<file path="src/rtl/patfill_pkg.sv">
package patfill_pkg;

    typedef enum logic [1:0] {
        ST_IDLE   = 2'd0,
        ST_ISSUE  = 2'd1,
        ST_DRAIN  = 2'd2,
        ST_FINISH = 2'd3
    } fill_state_e;

    // First nibble of each selectable pair; the second is its complement.
    function automatic logic [3:0] pair_head(input logic [1:0] sel);
        logic [3:0] n;
        unique case (sel)
            2'd0: n = 4'h0;
            2'd1: n = 4'hA;
            2'd2: n = 4'h3;
            2'd3: n = 4'h6;
        endcase
        return n;
    endfunction

endpackage

</file>
<file path="src/rtl/patfill_pat_gen.sv">
module patfill_pat_gen
    import patfill_pkg::*;
#(
    parameter int DW = 32
) (
    input  logic [1:0]    sel,
    input  logic          zero,
    output logic [DW-1:0] word
);
    localparam int NIBS = DW / 4;

    logic [3:0] head;
    assign head = pair_head(sel);

    for (genvar i = 0; i < NIBS; i++) begin : g_nib
        if (i % 2 == 1) begin : g_odd
            assign word[i*4 +: 4] = zero ? 4'h0 : head;
        end else begin : g_even
            assign word[i*4 +: 4] = zero ? 4'h0 : ~head;
        end
    end
endmodule

</file>
<file path="src/rtl/patfill_addr_ctr.sv">
module patfill_addr_ctr #(
    parameter int AW = 16
) (
    input  logic          clk,
    input  logic          rst_n,
    input  logic          load,
    input  logic [AW-1:0] init,
    input  logic          step,
    output logic [AW-1:0] addr
);
    always_ff @(posedge clk) begin
        if (!rst_n) begin
            addr <= '0;
        end else if (load) begin
            addr <= init;
        end else if (step) begin
            addr <= addr + AW'(1);
        end
    end
endmodule

</file>
<file path="src/rtl/patfill_out_cnt.sv">
module patfill_out_cnt #(
    parameter int MAX_OUT = 4,
    localparam int OW = $clog2(MAX_OUT + 1)
) (
    input  logic          clk,
    input  logic          rst_n,
    input  logic          inc,
    input  logic          dec,
    output logic [OW-1:0] cnt
);
    localparam logic [OW-1:0] CAP = OW'(MAX_OUT);

    always_ff @(posedge clk) begin
        if (!rst_n) begin
            cnt <= '0;
        end else begin
            unique case ({inc, dec})
                2'b10:   cnt <= cnt + OW'(1);
                2'b01:   cnt <= cnt - OW'(1);
                default: cnt <= cnt;
            endcase
        end
    end

    // Input assumption: a response only answers an outstanding command
    assert_no_underflow_R9: assert property (@(posedge clk) disable iff (!rst_n)
        dec |-> (cnt != '0));

    assert_outstanding_cap_R9: assert property (@(posedge clk) disable iff (!rst_n)
        cnt <= CAP);
endmodule

</file>
<file path="src/rtl/patfill_chk.sv">
module patfill_chk #(
    parameter int AW = 16,
    parameter int DW = 32,
    parameter int CW = 16
) (
    input  logic          clk,
    input  logic          rst_n,
    input  logic          clear,
    input  logic          en,
    input  logic [DW-1:0] got,
    input  logic [DW-1:0] want,
    input  logic [AW-1:0] at,
    output logic          mismatch,
    output logic [AW-1:0] first_addr,
    output logic [CW-1:0] count
);
    logic differs;
    assign differs = en && (got != want);

    always_ff @(posedge clk) begin
        if (!rst_n || clear) begin
            mismatch   <= 1'b0;
            first_addr <= '0;
            count      <= '0;
        end else if (differs) begin
            if (!mismatch) begin
                first_addr <= at;
            end
            mismatch <= 1'b1;
            if (count != '1) begin
                count <= count + CW'(1);
            end
        end
    end

    // once recorded, the first failing address is frozen until a new run
    assert_first_lock_R5: assert property (@(posedge clk) disable iff (!rst_n)
        (mismatch && !clear) |=> $stable(first_addr));

    // the count never falls within a run
    assert_count_mono_R5: assert property (@(posedge clk) disable iff (!rst_n)
        !clear |=> (count >= $past(count)));
endmodule

</file>
<file path="src/rtl/patfill_engine.sv">
module patfill_engine
    import patfill_pkg::*;
#(
    parameter int AW      = 16,
    parameter int DW      = 32,
    parameter int MAX_OUT = 4,
    parameter int CW      = 16
) (
    input  logic          clk,
    input  logic          rst_n,
    input  logic          cfg_start,
    input  logic [AW-1:0] cfg_start_addr,
    input  logic [AW-1:0] cfg_end_addr,
    input  logic          cfg_verify,
    input  logic          cfg_zero,
    input  logic [1:0]    cfg_pat_sel,
    output logic          mem_cmd_valid,
    input  logic          mem_cmd_ready,
    output logic          mem_cmd_write,
    output logic [AW-1:0] mem_cmd_addr,
    output logic [DW-1:0] mem_cmd_wdata,
    input  logic          mem_rsp_valid,
    input  logic [DW-1:0] mem_rsp_rdata,
    output logic          busy,
    output logic          done,
    output logic          mismatch,
    output logic [AW-1:0] first_fail_addr,
    output logic [CW-1:0] fail_count
);
    localparam int OW = $clog2(MAX_OUT + 1);
    localparam logic [OW-1:0] CAP = OW'(MAX_OUT);

    fill_state_e state_q, state_d;

    logic [AW-1:0] end_q;
    logic          verify_q;
    logic          zero_q;
    logic [1:0]    sel_q;

    logic          launch;
    logic          empty_win;
    logic          accept;
    logic          last_cmd;
    logic [OW-1:0] pending;
    logic          room;
    logic [AW-1:0] rsp_addr;
    logic [DW-1:0] pat_word;

    assign launch    = (state_q == ST_IDLE) && cfg_start;
    assign empty_win = cfg_end_addr < cfg_start_addr;
    assign accept    = mem_cmd_valid && mem_cmd_ready;
    assign last_cmd  = (mem_cmd_addr == end_q);
    assign room      = pending < CAP;

    // Run configuration is captured only when a start is taken in IDLE
    always_ff @(posedge clk) begin
        if (!rst_n) begin
            end_q    <= '0;
            verify_q <= 1'b0;
            zero_q   <= 1'b0;
            sel_q    <= '0;
        end else if (launch) begin
            end_q    <= cfg_end_addr;
            verify_q <= cfg_verify;
            zero_q   <= cfg_zero;
            sel_q    <= cfg_pat_sel;
        end
    end

    // Next-state logic
    always_comb begin
        state_d = state_q;
        unique case (state_q)
            ST_IDLE: begin
                if (cfg_start) begin
                    state_d = empty_win ? ST_FINISH : ST_ISSUE;
                end
            end
            ST_ISSUE: begin
                if (accept && last_cmd) begin
                    state_d = ST_DRAIN;
                end
            end
            ST_DRAIN: begin
                if (pending == '0) begin
                    state_d = ST_FINISH;
                end
            end
            ST_FINISH: begin
                state_d = ST_IDLE;
            end
        endcase
    end

    // State register
    always_ff @(posedge clk) begin
        if (!rst_n) begin
            state_q <= ST_IDLE;
        end else begin
            state_q <= state_d;
        end
    end

    // Outputs decoded from the state
    always_comb begin
        mem_cmd_valid = 1'b0;
        busy          = 1'b1;
        done          = 1'b0;
        unique case (state_q)
            ST_IDLE:   busy          = 1'b0;
            ST_ISSUE:  mem_cmd_valid = room;
            ST_DRAIN:  ;
            ST_FINISH: done          = 1'b1;
        endcase
    end

    assign mem_cmd_write = !verify_q;
    assign mem_cmd_wdata = pat_word;

    patfill_addr_ctr #(.AW(AW)) u_cmd_addr (
        .clk   (clk),
        .rst_n (rst_n),
        .load  (launch),
        .init  (cfg_start_addr),
        .step  (accept),
        .addr  (mem_cmd_addr)
    );

    patfill_addr_ctr #(.AW(AW)) u_rsp_addr (
        .clk   (clk),
        .rst_n (rst_n),
        .load  (launch),
        .init  (cfg_start_addr),
        .step  (mem_rsp_valid),
        .addr  (rsp_addr)
    );

    patfill_out_cnt #(.MAX_OUT(MAX_OUT)) u_pending (
        .clk   (clk),
        .rst_n (rst_n),
        .inc   (accept),
        .dec   (mem_rsp_valid),
        .cnt   (pending)
    );

    patfill_pat_gen #(.DW(DW)) u_pat (
        .sel   (sel_q),
        .zero  (zero_q),
        .word  (pat_word)
    );

    patfill_chk #(.AW(AW), .DW(DW), .CW(CW)) u_chk (
        .clk        (clk),
        .rst_n      (rst_n),
        .clear      (launch),
        .en         (mem_rsp_valid && verify_q && busy),
        .got        (mem_rsp_rdata),
        .want       (pat_word),
        .at         (rsp_addr),
        .mismatch   (mismatch),
        .first_addr (first_fail_addr),
        .count      (fail_count)
    );

    // a waiting command keeps its address and data
    assert_cmd_hold_R2: assert property (@(posedge clk) disable iff (!rst_n)
        (mem_cmd_valid && !mem_cmd_ready) |=>
            (mem_cmd_valid && $stable(mem_cmd_addr) && $stable(mem_cmd_wdata)));

    // no command ever targets an address beyond the window end
    assert_addr_bound_R2: assert property (@(posedge clk) disable iff (!rst_n)
        mem_cmd_valid |-> (mem_cmd_addr <= end_q));

    // done lasts one cycle and is followed by idle
    assert_done_pulse_R6: assert property (@(posedge clk) disable iff (!rst_n)
        done |=> (!done && !busy));

    // a start while busy leaves the captured run settings alone
    assert_start_ignored_R7: assert property (@(posedge clk) disable iff (!rst_n)
        (busy && cfg_start) |=> ($stable(end_q) && $stable(verify_q)
                                  && $stable(zero_q) && $stable(sel_q)));
endmodule

</file>
<file path="config.mk">
export PLATFORM = sky130hd
export DESIGN_NAME = patfill_engine
export DESIGN_NICKNAME = d
export VERILOG_FILES = /design/src/rtl/patfill_pkg.sv /design/src/rtl/patfill_pat_gen.sv /design/src/rtl/patfill_addr_ctr.sv /design/src/rtl/patfill_out_cnt.sv /design/src/rtl/patfill_chk.sv /design/src/rtl/patfill_engine.sv
export SDC_FILE = /design/constraint.sdc
export NUM_CORES = 1
export LEC_CHECK = 0
export ABC_AREA = 1
export BUFFER_PORTS_ARGS = -buffer_cell sky130_fd_sc_hd__buf_2
export CORE_AREA = 2 2 150 152
export DETAILED_ROUTE_END_ITERATION = 7
export DIE_AREA = 0 0 152 154
export PLACE_DENSITY = 0.48
export SETUP_SLACK_MARGIN = 0.3
export SYNTH_ARGS = -nofsm -noshare
export SYNTH_HDL_FRONTEND = slang
export SYNTH_HIERARCHICAL = 1
export SYNTH_SLANG_ARGS = --single-unit
</file>
<file path="constraint.sdc">
create_clock -name clk -period 2 [get_ports clk]
set_input_delay 0.4 -clock clk [delete_from_list [all_inputs] [get_ports clk]]
set_output_delay 0.4 -clock clk [all_outputs]
set_load 0.005 [all_outputs]
</file>
==> flow_metrics.py <==
metrics = {
    "floorplanning": {
        "dieWidth_um": 152,
        "die_area_mm2": 0.0234,
        "core_mm2": 0.0217,
        "io_pins": 158,
        "num_rows": 54,
        "die_y_um": 154,
        "initial_core_util": 0.296,
    },
    "critical_path": {
        "end_kind": "register",
        "path_max_fanout": 7,
        "critical-path-max-stage-delay_ps": 370,
        "path_cells": "buf_12 -> a21oi_4 -> xnor2_2 -> nand2_1 -> nor2_1 -> nand2_1 -> nor2_2 -> nand2_4 -> nand3_4 -> clkbuf_16 -> nand2_1 -> inv_1 -> nor2_1",
        "start_kind": "register",
        "cpMostUsedCell": "nand2_1",
        "crit_type": "reg -> reg",
        "critPathRequiredTime_ps": 2250,
        "arrival_ps": 2270,
        "slowest_stage": "dfxtp_4",
    },
    "synthesis": {
        "synth.top_cell.area_share": 0.281,
        "avgSynthCellArea_um2": 6.25,
        "synth_edf_count": 0,
        "synth_warnings": 6,
        "yosysTopAreaCell": "dfxtp_1",
        "synth_area_leaders": "dfxtp_1 28%, nand2_1 15%, inv_1 10%, nor2_1 8.0%, ha_1 4.7%",
        "synth_top_flop_cell": "dfxtp_1",
        "ys_ff_latch": 90,
        "syn_area_mm2": 0.00642,
        "ys_async_sr_fraction": 0,
        "syn_nets": 1126,
        "synth_cells": 1028,
        "ys_seq_area_frac": 0.281,
        "synth_cell_type_count": 36,
    },
    "power": {
        "peakVddDrop_uv": 469,
        "p_leak_uw": 0.00434,
        "p_sw_frac": 0.381,
        "p_int_uw": 5730,
        "powerDensity_mw_per_mm2": 993,
        "seqPwrFrac": 0.277,
        "pwr-share-clk": 0.225,
        "switching_power_uw": 3530,
        "p_comb_frac": 0.498,
    },
    "hold_path": {
        "hp-class": "in -> reg",
    },
    "timing": {
        "grt_setup_unrepaired": "yes",
        "max_slew.worst_pin.slew_ps": 548,
        "fin_ws_ps": -21.1,
        "finalSetupViolCount": 7,
        "slew_headroom": 0.634,
        "min_period_over_period": 1.01,
        "tns_ps": -54.2,
        "fin_worst_skew_ps": 7.46,
        "slew_viol_final": 0,
        "clock.fmax_mhz": 495,
        "hold_viol": 0,
        "fin_crit_ps": 2020,
    },
    "finish": {
        "finalInstanceArea_mm2": 0.00933,
        "fin_nets": 1319,
        "area_growth_pct": 45.3,
        "antennaDiodeCount": 0,
        "drive_gt1_frac": 0.342,
    },
    "detailed_routing": {
        "vias": 6865,
        "post_drt_via_cell_ratio": 4.56,
        "drt_iter0_drc": 334,
        "drtPass1Iterations": 5,
        "routedWlPerCell_um": 13.9,
        "drc": 0,
        "ant_nets": 0,
        "finalWirelength_um": 20900,
    },
    "run": {
        "cap_violations": 0,
    },
    "global_route": {
        "gr-total-overflow": 0,
        "grt.met1_usage": 0.235,
        "grt_usage": 0.168,
        "grt_first_pass_wirelength_um": 32200,
        "use_met3": 0.0186,
        "use_met2": 0.276,
        "grt_pass1_vias": 6185,
        "grt.busiest_layer": "met2",
        "antenna_found_initial": 0,
        "grt_max_degree": 34,
    },
    "clock_network": {
        "h-tree-depth": 3,
        "tritoncts": "yes",
        "clock-sinks": 90,
        "cts.path.max_buffers": 2,
        "numCtsBuffers": 9,
        "cts-root-buf": "clkbuf_16",
        "clkTransAtPathRegs_ps": 70,
        "insertion_delay_ps": 350,
        "cts_hold_buf": 0,
    },
    "outcome": {
        "violations": "negative setup slack",
        "status": "finished, violations left",
    },
    "place": {
        "dpl_cell_area_mm2": 0.00773,
        "hpwl_um": 14700,
        "io_buffer_count": 157,
        "place_congestion": 0.775,
    },
}
==> timing repair <==
| item | in CTS | in global routing |
|---|---|---|
| cloned | 3 | 7 |
| endpoints found under the setup margin | 95 | 89 |
| pin swaps | 13 | 53 |
| resized for setup | 41 | 164 |
| setup buffers | 13 | 20 |
| hold endpoints to repair | 0 | 0 |
==> final cells by class <==
type / instances / area [um^2]
clock buffer: 12 / 256
clock inverter: 4 / 96.3
fill: 2265 / 12400
inverter: 186 / 749
multi-input combinational: 699 / 4240
sequential: 90 / 1820
tap: 280 / 350
timing repair buffer: 234 / 1810
timing repair inverter: 1 / 7.51
==> cell usage after synthesis, types with 2 or more instances <==
| cell | instances |
|---|---|
| nand2_1 | 254 |
| inv_1 | 173 |
| nor2_1 | 137 |
| dfxtp_1 | 90 |
| nand3_1 | 55 |
| a21oi_1 | 42 |
| nand4_1 | 42 |
| o21ai_0 | 31 |
| xnor2_1 | 30 |
| buf_4 | 26 |
| ha_1 | 24 |
| a22oi_1 | 20 |
| xor2_1 | 17 |
| clkbuf_1 | 12 |
| nor2_2 | 12 |
| clkinv_1 | 10 |
| buf_2 | 9 |
| nand2_2 | 8 |
| o21bai_1 | 6 |
| buf_6 | 4 |
| inv_2 | 3 |
| nand3_2 | 3 |
| a31oi_1 | 2 |
| buf_1 | 2 |
| nor2_4 | 2 |
| nor3_1 | 2 |
| o21ai_1 | 2 |
| o21bai_2 | 2 |
==> registers in the layout, summed over array words and instances (netlist names) <==
name,cells
u_chk/count,16
sel_q,2
u_cmd_addr/addr,16
zero_q,1
end_q,16
state_q,2
u_chk/first_addr,16
u_pending/cnt,3
u_chk/mismatch,1
verify_q,1
u_rsp_addr/addr,16
==> metrics by stage <==
| step | util | cells | power, uW | hold slack, ps | worst slack, ps |
|---|---|---|---|---|---|
| after floorplan | - | 1028 | 4850 | 443 | 171 |
| after global placement | 0.356 | 1447 | 5800 | 456 | -70.4 |
| after detailed placement | 0.356 | 1447 | 5820 | 458 | -86.1 |
| after CTS | 0.384 | 1479 | 8290 | 320 | 21.4 |
| after global routing | 0.430 | 1506 | 9880 | 345 | -166 |
| final | 0.430 | 1506 | 9260 | 327 | -21.1 |
==> worst paths after layout <==
| kind | startpoint | end | slack [ps] | cells past startpoint |
|---|---|---|---|---|
| setup reg to reg | sel_q[1] | u_chk/first_addr[3] | -20 | 13 |
| hold reg to reg | end_q[0] | end_q[0] | 470 | 2 |
| hold / removal | cfg_end_addr[3] | end_q[3] | 330 | 3 |
| setup / recovery | sel_q[1] | u_chk/first_addr[3] | -20 | 13 |
==> power groups by stage <==
stage / sequential [uW] / clock [uW] / combinational, uW
after floorplan: 2510 / 0 / 2340
after global placement: 2580 / 0 / 3220
after detailed placement: 2580 / 0 / 3240
after CTS: 2550 / 2120 / 3620
after global routing: 2620 / 2180 / 5080
final: 2560 / 2090 / 4610
==> layout by cell type, fill, tap and decap left out, types with 3 or more instances in the layout <==
| cell | instances |
|---|---|
| a21oi_1 | 24 |
| a21oi_2 | 15 |
| a21oi_4 | 3 |
| a22oi_1 | 3 |
| a22oi_2 | 17 |
| buf_12 | 11 |
| buf_2 | 142 |
| buf_4 | 36 |
| buf_6 | 38 |
| bufinv_16 | 3 |
| clkbuf_16 | 15 |
| clkinv_1 | 10 |
| dfxtp_1 | 84 |
| dfxtp_4 | 4 |
| ha_1 | 21 |
| ha_4 | 3 |
| inv_1 | 159 |
| inv_2 | 7 |
| inv_4 | 6 |
| nand2_1 | 226 |
| nand2_2 | 27 |
| nand2_4 | 8 |
| nand3_1 | 26 |
| nand3_2 | 25 |
| nand3_4 | 7 |
| nand4_1 | 42 |
| nor2_1 | 120 |
| nor2_2 | 20 |
| nor2_4 | 12 |
| o21ai_0 | 28 |
| o21ai_1 | 3 |
| o21bai_1 | 6 |
| xnor2_1 | 28 |
| xor2_1 | 17 |
==> metal layers <==
layer | share of wire | routed length (um)
met5 | 0 | 0
met1 | 0.49 | 10300
met3 | 0.034 | 702
met4 | 0.0089 | 186
met2 | 0.47 | 9730
==> critical path, delay by kind of cell, from the launching register on <==
family | cells | cell delay (ps)
simple gates | 8 | 800
compound gates | 1 | 260
xor+xnor | 1 | 140
flops | 1 | 370
buf+inv | 3 | 350
==> cell families after synthesis <==
family,count (synthesis),share of synthesized area
buf+inv,240,0.162
flops,90,0.281
compound gates,109,0.0990
fa+ha+maj,25,0.0499
xor+xnor,47,0.0641
simple gates,517,0.344
No activity file was read; power rests on OpenSTA's default activity.
